File: config.mk
export PLATFORM = sky130hd
export DESIGN_NAME = pic_ctrl
export DESIGN_NICKNAME = d
export VERILOG_FILES = /design/src/rtl/pic_pkg.sv /design/src/rtl/pic_req_latch.sv /design/src/rtl/pic_resolver.sv /design/src/rtl/pic_service.sv /design/src/rtl/pic_ctrl.sv
export SDC_FILE = /design/constraint.sdc
export NUM_CORES = 1
export LEC_CHECK = 0
export BUFFER_PORTS_ARGS = -buffer_cell sky130_fd_sc_hd__buf_2
export CAP_MARGIN = 20
export CORE_AREA = 2 2 123 125
export CTS_BUF_LIST = sky130_fd_sc_hd__clkbuf_4
export DETAILED_ROUTE_END_ITERATION = 16
export DIE_AREA = 0 0 125 127
export PLACE_DENSITY_LB_ADDON = 0.25
export SLEW_MARGIN = 20
export SYNTH_ARGS = -nofsm -noshare
export SYNTH_HDL_FRONTEND = slang
export SYNTH_HIERARCHICAL = 1
export SYNTH_SLANG_ARGS = --single-unit
File: constraint.sdc
create_clock -name clk -period 9.9 [get_ports clk]
set_input_delay 0.99 -clock clk [delete_from_list [all_inputs] [get_ports clk]]
set_output_delay 0.99 -clock clk [all_outputs]
set_load 0.05 [all_outputs]
File: src/rtl/pic_pkg.sv
package pic_pkg;
  localparam int LINES  = 8;
  localparam int IDX_W  = $clog2(LINES);
  localparam int DATA_W = 8;

  typedef logic [IDX_W-1:0] idx_t;

  typedef struct packed {
    logic valid;
    idx_t idx;
  } pick_t;

  localparam logic [DATA_W-1:0] EOI_CODE = 8'h20;

  typedef enum logic [1:0] {
    A_CMD  = 2'd0,
    A_MASK = 2'd1,
    A_BASE = 2'd2,
    A_MODE = 2'd3
  } reg_addr_e;

  // distance from the top of the order; smaller is more urgent
  function automatic idx_t rank_of(idx_t idx, idx_t start);
    return idx_t'(idx - start);
  endfunction

  // most urgent set bit, walking the order that begins at start
  function automatic pick_t pick_top(logic [LINES-1:0] v, idx_t start);
    pick_t p;
    p = '0;
    for (int k = LINES - 1; k >= 0; k--) begin
      idx_t pos;
      pos = idx_t'(start + idx_t'(k));
      if (v[pos]) begin
        p.valid = 1'b1;
        p.idx   = pos;
      end
    end
    return p;
  endfunction

  function automatic logic [DATA_W-1:0] vec_of(logic [DATA_W-1:0] base, idx_t idx);
    return base + DATA_W'(idx);
  endfunction
endpackage

File: src/rtl/pic_req_latch.sv
module pic_req_latch
  import pic_pkg::*;
(
  input  logic             clk,
  input  logic             rst_n,
  input  logic [LINES-1:0] irq_lines,
  input  logic [LINES-1:0] take,
  output logic [LINES-1:0] pending
);
  always_ff @(posedge clk) begin
    if (!rst_n) pending <= '0;
    else        pending <= (pending | irq_lines) & ~take;
  end

  for (genvar g = 0; g < LINES; g++) begin : g_chk

    latch_hold_chk: assert property (@(posedge clk) disable iff (!rst_n)
      (irq_lines[g] && !take[g]) |=> pending[g]);

    take_pending_chk: assert property (@(posedge clk) disable iff (!rst_n)
      take[g] |-> pending[g]);
  end
endmodule

File: src/rtl/pic_resolver.sv
module pic_resolver
  import pic_pkg::*;
(
  input  logic             clk,
  input  logic             rst_n,
  input  logic [LINES-1:0] pending,
  input  logic [LINES-1:0] mask,
  input  logic [LINES-1:0] in_svc,
  input  idx_t             start,
  output pick_t            present,
  output pick_t            isr_top
);
  pick_t cand;
  pick_t top;

  always_comb begin
    cand    = pick_top(pending & ~mask, start);
    top     = pick_top(in_svc, start);
    present = cand;
    if (top.valid && (rank_of(cand.idx, start) >= rank_of(top.idx, start)))
      present.valid = 1'b0;
  end

  assign isr_top = top;


  masked_never_shown_chk: assert property (@(posedge clk) disable iff (!rst_n)
    present.valid |-> (!mask[present.idx] && pending[present.idx]));

  blocked_chk: assert property (@(posedge clk) disable iff (!rst_n)
    (present.valid && isr_top.valid) |-> (present.idx != isr_top.idx));
endmodule

File: src/rtl/pic_service.sv
module pic_service
  import pic_pkg::*;
(
  input  logic             clk,
  input  logic             rst_n,
  input  logic             grant,
  input  idx_t             grant_idx,
  input  logic             eoi,
  input  pick_t            eoi_pick,
  input  logic             rotate,
  output logic [LINES-1:0] in_svc,
  output idx_t             lowest
);
  logic [LINES-1:0] set_v;
  logic [LINES-1:0] clr_v;
  logic             retire;

  assign retire = eoi && eoi_pick.valid;

  always_comb begin
    set_v = '0;
    clr_v = '0;
    if (grant)  set_v[grant_idx]    = 1'b1;
    if (retire) clr_v[eoi_pick.idx] = 1'b1;
  end

  always_ff @(posedge clk) begin
    if (!rst_n) begin
      in_svc <= '0;
      lowest <= '1;
    end else begin
      in_svc <= (in_svc & ~clr_v) | set_v;
      if (!rotate)     lowest <= '1;
      else if (retire) lowest <= eoi_pick.idx;
    end
  end


  grant_sets_isr_chk: assert property (@(posedge clk) disable iff (!rst_n)
    grant |=> in_svc[$past(grant_idx)]);

  eoi_one_chk: assert property (@(posedge clk) disable iff (!rst_n)
    (retire && !grant) |=> ($countones(in_svc) == $countones($past(in_svc)) - 1));

  both_chk: assert property (@(posedge clk) disable iff (!rst_n)
    (retire && grant) |=> ($countones(in_svc) == $countones($past(in_svc))));
endmodule

File: src/rtl/pic_ctrl.sv
module pic_ctrl
  import pic_pkg::*;
#(
  parameter logic [7:0] BASE_RESET = 8'h08,
  parameter logic [7:0] MASK_RESET = 8'hFF
) (
  input  logic       clk,
  input  logic       rst_n,
  input  logic [7:0] irq_in,
  input  logic       ack,
  input  logic       reg_wr,
  input  logic [1:0] reg_addr,
  input  logic [7:0] reg_wdata,
  output logic [7:0] reg_rdata,
  output logic       req_out,
  output logic [7:0] vec_out
);
  logic [LINES-1:0]  mask_q;
  logic [DATA_W-1:0] base_q;
  logic              rot_q;
  logic              poll_q;
  logic              ack_q;
  logic [DATA_W-1:0] vec_q;

  logic              ack_rise;
  logic              grant;
  logic              eoi_hit;
  logic [LINES-1:0]  take;
  logic [LINES-1:0]  pending;
  logic [LINES-1:0]  in_svc;
  pick_t             present;
  pick_t             isr_top;
  idx_t              lowest;
  idx_t              start;

  assign ack_rise = ack && !ack_q;
  assign grant    = ack_rise && present.valid && !poll_q;
  assign eoi_hit  = reg_wr && (reg_addr == A_CMD) && (reg_wdata == EOI_CODE);
  assign start    = rot_q ? idx_t'(lowest + idx_t'(1)) : '0;

  always_comb begin
    take = '0;
    if (grant) take[present.idx] = 1'b1;
  end

  pic_req_latch u_latch (
    .clk       (clk),
    .rst_n     (rst_n),
    .irq_lines (irq_in),
    .take      (take),
    .pending   (pending)
  );

  pic_resolver u_resolve (
    .clk     (clk),
    .rst_n   (rst_n),
    .pending (pending),
    .mask    (mask_q),
    .in_svc  (in_svc),
    .start   (start),
    .present (present),
    .isr_top (isr_top)
  );

  pic_service u_service (
    .clk       (clk),
    .rst_n     (rst_n),
    .grant     (grant),
    .grant_idx (present.idx),
    .eoi       (eoi_hit),
    .eoi_pick  (isr_top),
    .rotate    (rot_q),
    .in_svc    (in_svc),
    .lowest    (lowest)
  );

  always_ff @(posedge clk) begin
    if (!rst_n) begin
      mask_q <= MASK_RESET;
      base_q <= BASE_RESET;
      rot_q  <= 1'b0;
      poll_q <= 1'b0;
      ack_q  <= 1'b0;
      vec_q  <= '0;
    end else begin
      ack_q <= ack;
      if (grant) vec_q <= vec_of(base_q, present.idx);
      if (reg_wr) begin
        case (reg_addr)
          A_MASK:  mask_q <= reg_wdata;
          A_BASE:  base_q <= reg_wdata;
          A_MODE: begin
            rot_q  <= reg_wdata[0];
            poll_q <= reg_wdata[1];
          end
          default: ;
        endcase
      end
    end
  end

  always_comb begin
    case (reg_addr)
      A_CMD:   reg_rdata = pending;
      A_MASK:  reg_rdata = mask_q;
      A_BASE:  reg_rdata = base_q;
      default: reg_rdata = {present.valid, 4'b0000, present.idx};
    endcase
  end

  assign req_out = present.valid && !poll_q;
  assign vec_out = vec_q;


  vec_hold_chk: assert property (@(posedge clk) disable iff (!rst_n)
    (ack && ack_q) |=> $stable(vec_q));
endmodule

==> metrics <==
status complete, no violations; core area 14400 sq um; WP data arrival 6.99 ns; vias 3952; Post-Syn Nets 535; Remaining DRCs 0; required time worst endpoint 8.91 ns; Yosys cell types 77; Die Height 127 um; Filler cells 1567; CTS max path bufs 2; Die X 125 um; Synth Area per Inst 8.54 sq um; clock period minus worst slack 7.98 ns; CTS sink count 46; Static Leak 1.82 nW; Int Pwr 264 uW; H-tree depth 2; final hold vios 0; post-route ant nets 0; Post-CTS Repair Setup Buffers 0; Max Cap Viol 0; total CTS buffers 5; CTS resizes 0; Setup Viol. Count Final 0; Seq/Total Area, Yosys 0.216; FF+latch count, synth 46; logic gate share of total power 0.279; Seq pwr share 0.500; slew margin rel. 0.284; Ys Warns 6; slew of the pin with the lowest slew margin 1.06 ns; Total Power 408 uW; CP Launch Type flip-flop; Initial DRC Count 228; I/O Pins 39; Tcrit/Tclk final 0.806; port buffer count 38; RD Place Congestion 0.902; Net Sw Frac 0.353; vias in the first global route 3876; largest net degree at the start of global routing 37; first-pass GRT wire length 19.8 mm; Final TNS setup 0 ns; DRT Pass-1 Iters 5; min-delay worst type reg -> reg; ys flop type dfxtp_1; WL final 12.3 mm; worst skew pair latency 0.35 ns; gr ovfl total 0; Post-synth EDFFs 0; Cells after Synth 499; Layout area overhead 8.67%; Max Slew Vio Count 0; WL/cell 17.2 um; VDD IR max 0.0000647 V; switching pwr 144 uW; Avg Vias per Cell 5.55; Crit. End Element primary output; initial antenna violation count 1; die area 15900 sq um; All-Layer GR Usage 0.150; # nets final 562; layout cells sized above 1 0.184; Pwr Density 88.1 nW/um^2; worst setup path class reg -> out; Clk pwr share 0.221; Hold-fix buffers, CTS 0; Worst Skew 0.0129 ns; Root Driver clkbuf_4; Initial Util 0.295; CTS clk-pin slew, worst paths 0.14 ns; Max Freq 0.125 GHz; unrepaired setup endpoints after global routing false; synthesized area 4260 sq um; Core Rows 44; maximum fanout along the worst path 24; ys async rst share 0; dpl hpwl 9.36 mm; CTS tree built
## critical path: stages, from the launching register on
cell       delay (ns)
dfxtp_1          0.36
ha_1             0.28
and2_1           0.13
buf_4            0.31
inv_2            0.19
ha_1             0.94
mux4_2           0.50
mux2_4           0.32
o311ai_0         0.32
o211a_1          0.21
o31ai_1          0.08
o21ai_0          0.83
fa_1             0.37
inv_1            0.08
a211o_1          0.23
o2111ai_1        0.10
ha_1             0.26
a21o_1           0.16
a32oi_1          0.39
mux4_1           0.33
buf_2            0.27
## layout by cell type, fill, tap and decap left out, types with 10 or more instances in the layout
cell type,synthesis,routed
a21oi_1,22,22
and2_1,12,12
buf_2,5,38
dfxtp_1,46,46
ha_1,11,11
inv_1,13,13
mux2i_1,30,30
mux4_2,16,16
nand2_1,73,73
nand2b_1,16,16
nand3_1,29,29
nor2_1,29,29
nor2b_1,12,11
nor3_1,10,10
o21ai_0,25,25
## final cells by class
cell class,count,area (sq um),share of cell area
well taps,184,230,0.0497
repair buffers,44,235,0.0508
flip-flops and latches,46,921,0.199
inverters,16,62.6,0.0135
diodes,1,2.50,0.000541
multi-input cells,413,3120,0.675
clock buffers,6,45.0,0.00973
clock inverters,2,8.76,0.00189
## routing by layer
layer | share of wire | track usage
met5 | 0 | 0
met4 | 0.014 | 0.0418
met3 | 0.042 | 0.0168
met2 | 0.48 | 0.259
met1 | 0.46 | 0.200
## final timing paths
path	startpoint	depth (start not counted)	end	slack, ns
hold reg to reg	vec_out[2]	2	vec_out[2]	0.47
hold / removal	vec_out[2]	2	vec_out[2]	0.47
setup / recovery	u_service/lowest[0]	20	reg_rdata[7]	1.92
setup reg to reg	u_service/lowest[0]	24	u_latch/pending[2]	2.68
## stage by stage
step	cells	utilization	hold WS (ns)	worst slack [ns]	instance area, sq um
2_1_floorplan	499	-	0.417	3.49	4260
3_3_place_gp	703	0.317	0.439	2.71	4570
3_5_place_dp	703	0.317	0.447	2.43	4570
4_1_cts	711	0.321	0.473	2.04	4630
5_1_grt	712	0.321	0.493	1.59	4630
6_report	712	0.321	0.469	1.92	4630
## synthesized netlist by cell type (3+ instances only)
cell / instances / area share
nand3_1: 29 / 0.034
a32oi_1: 3 / 0.0062
o21ai_1: 3 / 0.0035
nand4_1: 6 / 0.0088
nor2_1: 29 / 0.026
and2_1: 12 / 0.018
and2b_1: 3 / 0.0053
o31ai_1: 6 / 0.011
xor2_1: 6 / 0.012
nor4_1: 3 / 0.0044
mux4_2: 16 / 0.085
buf_4: 3 / 0.0053
o21ai_0: 25 / 0.029
o2111ai_1: 3 / 0.0062
buf_2: 5 / 0.0059
fa_1: 3 / 0.014
nor3_1: 10 / 0.012
nand2_1: 73 / 0.064
dfxtp_1: 46 / 0.22
mux4_1: 6 / 0.037
a21oi_1: 22 / 0.026
xnor2_1: 6 / 0.012
a21o_1: 5 / 0.0088
inv_1: 13 / 0.011
nor2b_1: 12 / 0.018
a21boi_0: 3 / 0.0053
a211oi_1: 8 / 0.014
buf_6: 4 / 0.011
a21boi_1: 7 / 0.012
nand2b_1: 16 / 0.024
or2_2: 3 / 0.0044
ha_1: 11 / 0.032
a31oi_1: 3 / 0.0044
mux2i_1: 30 / 0.071
nor3b_2: 8 / 0.024
clkbuf_1: 9 / 0.0079
## power by group through the flow
| stage | registers (mW) | clock network, mW | logic [mW] |
|---|---|---|---|
| 2_1_floorplan | 0.212 | 0 | 0.0770 |
| 3_3_place_gp | 0.208 | 0 | 0.112 |
| 3_5_place_dp | 0.208 | 0 | 0.113 |
| 4_1_cts | 0.204 | 0.0927 | 0.113 |
| 5_1_grt | 0.205 | 0.100 | 0.123 |
| 6_report | 0.204 | 0.0901 | 0.114 |
## state kept, by name, summed over array words and instances (netlist names)
name              cells
ack_q                 1
base_q                8
mask_q                8
poll_q                1
rot_q                 1
u_latch/pending       8
u_service/in_svc      8
u_service/lowest      3
vec_out               8
## cell families after synthesis
group / Yosys count / share of synthesized area
DFF: 46 / 0.216
and+or+nand+nor: 220 / 0.278
AOI/OAI and AO/OA: 111 / 0.177
buffers and inverters: 40 / 0.0511
muxes: 56 / 0.206
xor gates and xnor gates: 12 / 0.0247
adders and majority gates: 14 / 0.0464
No activity file was read; power rests on OpenSTA's default activity.
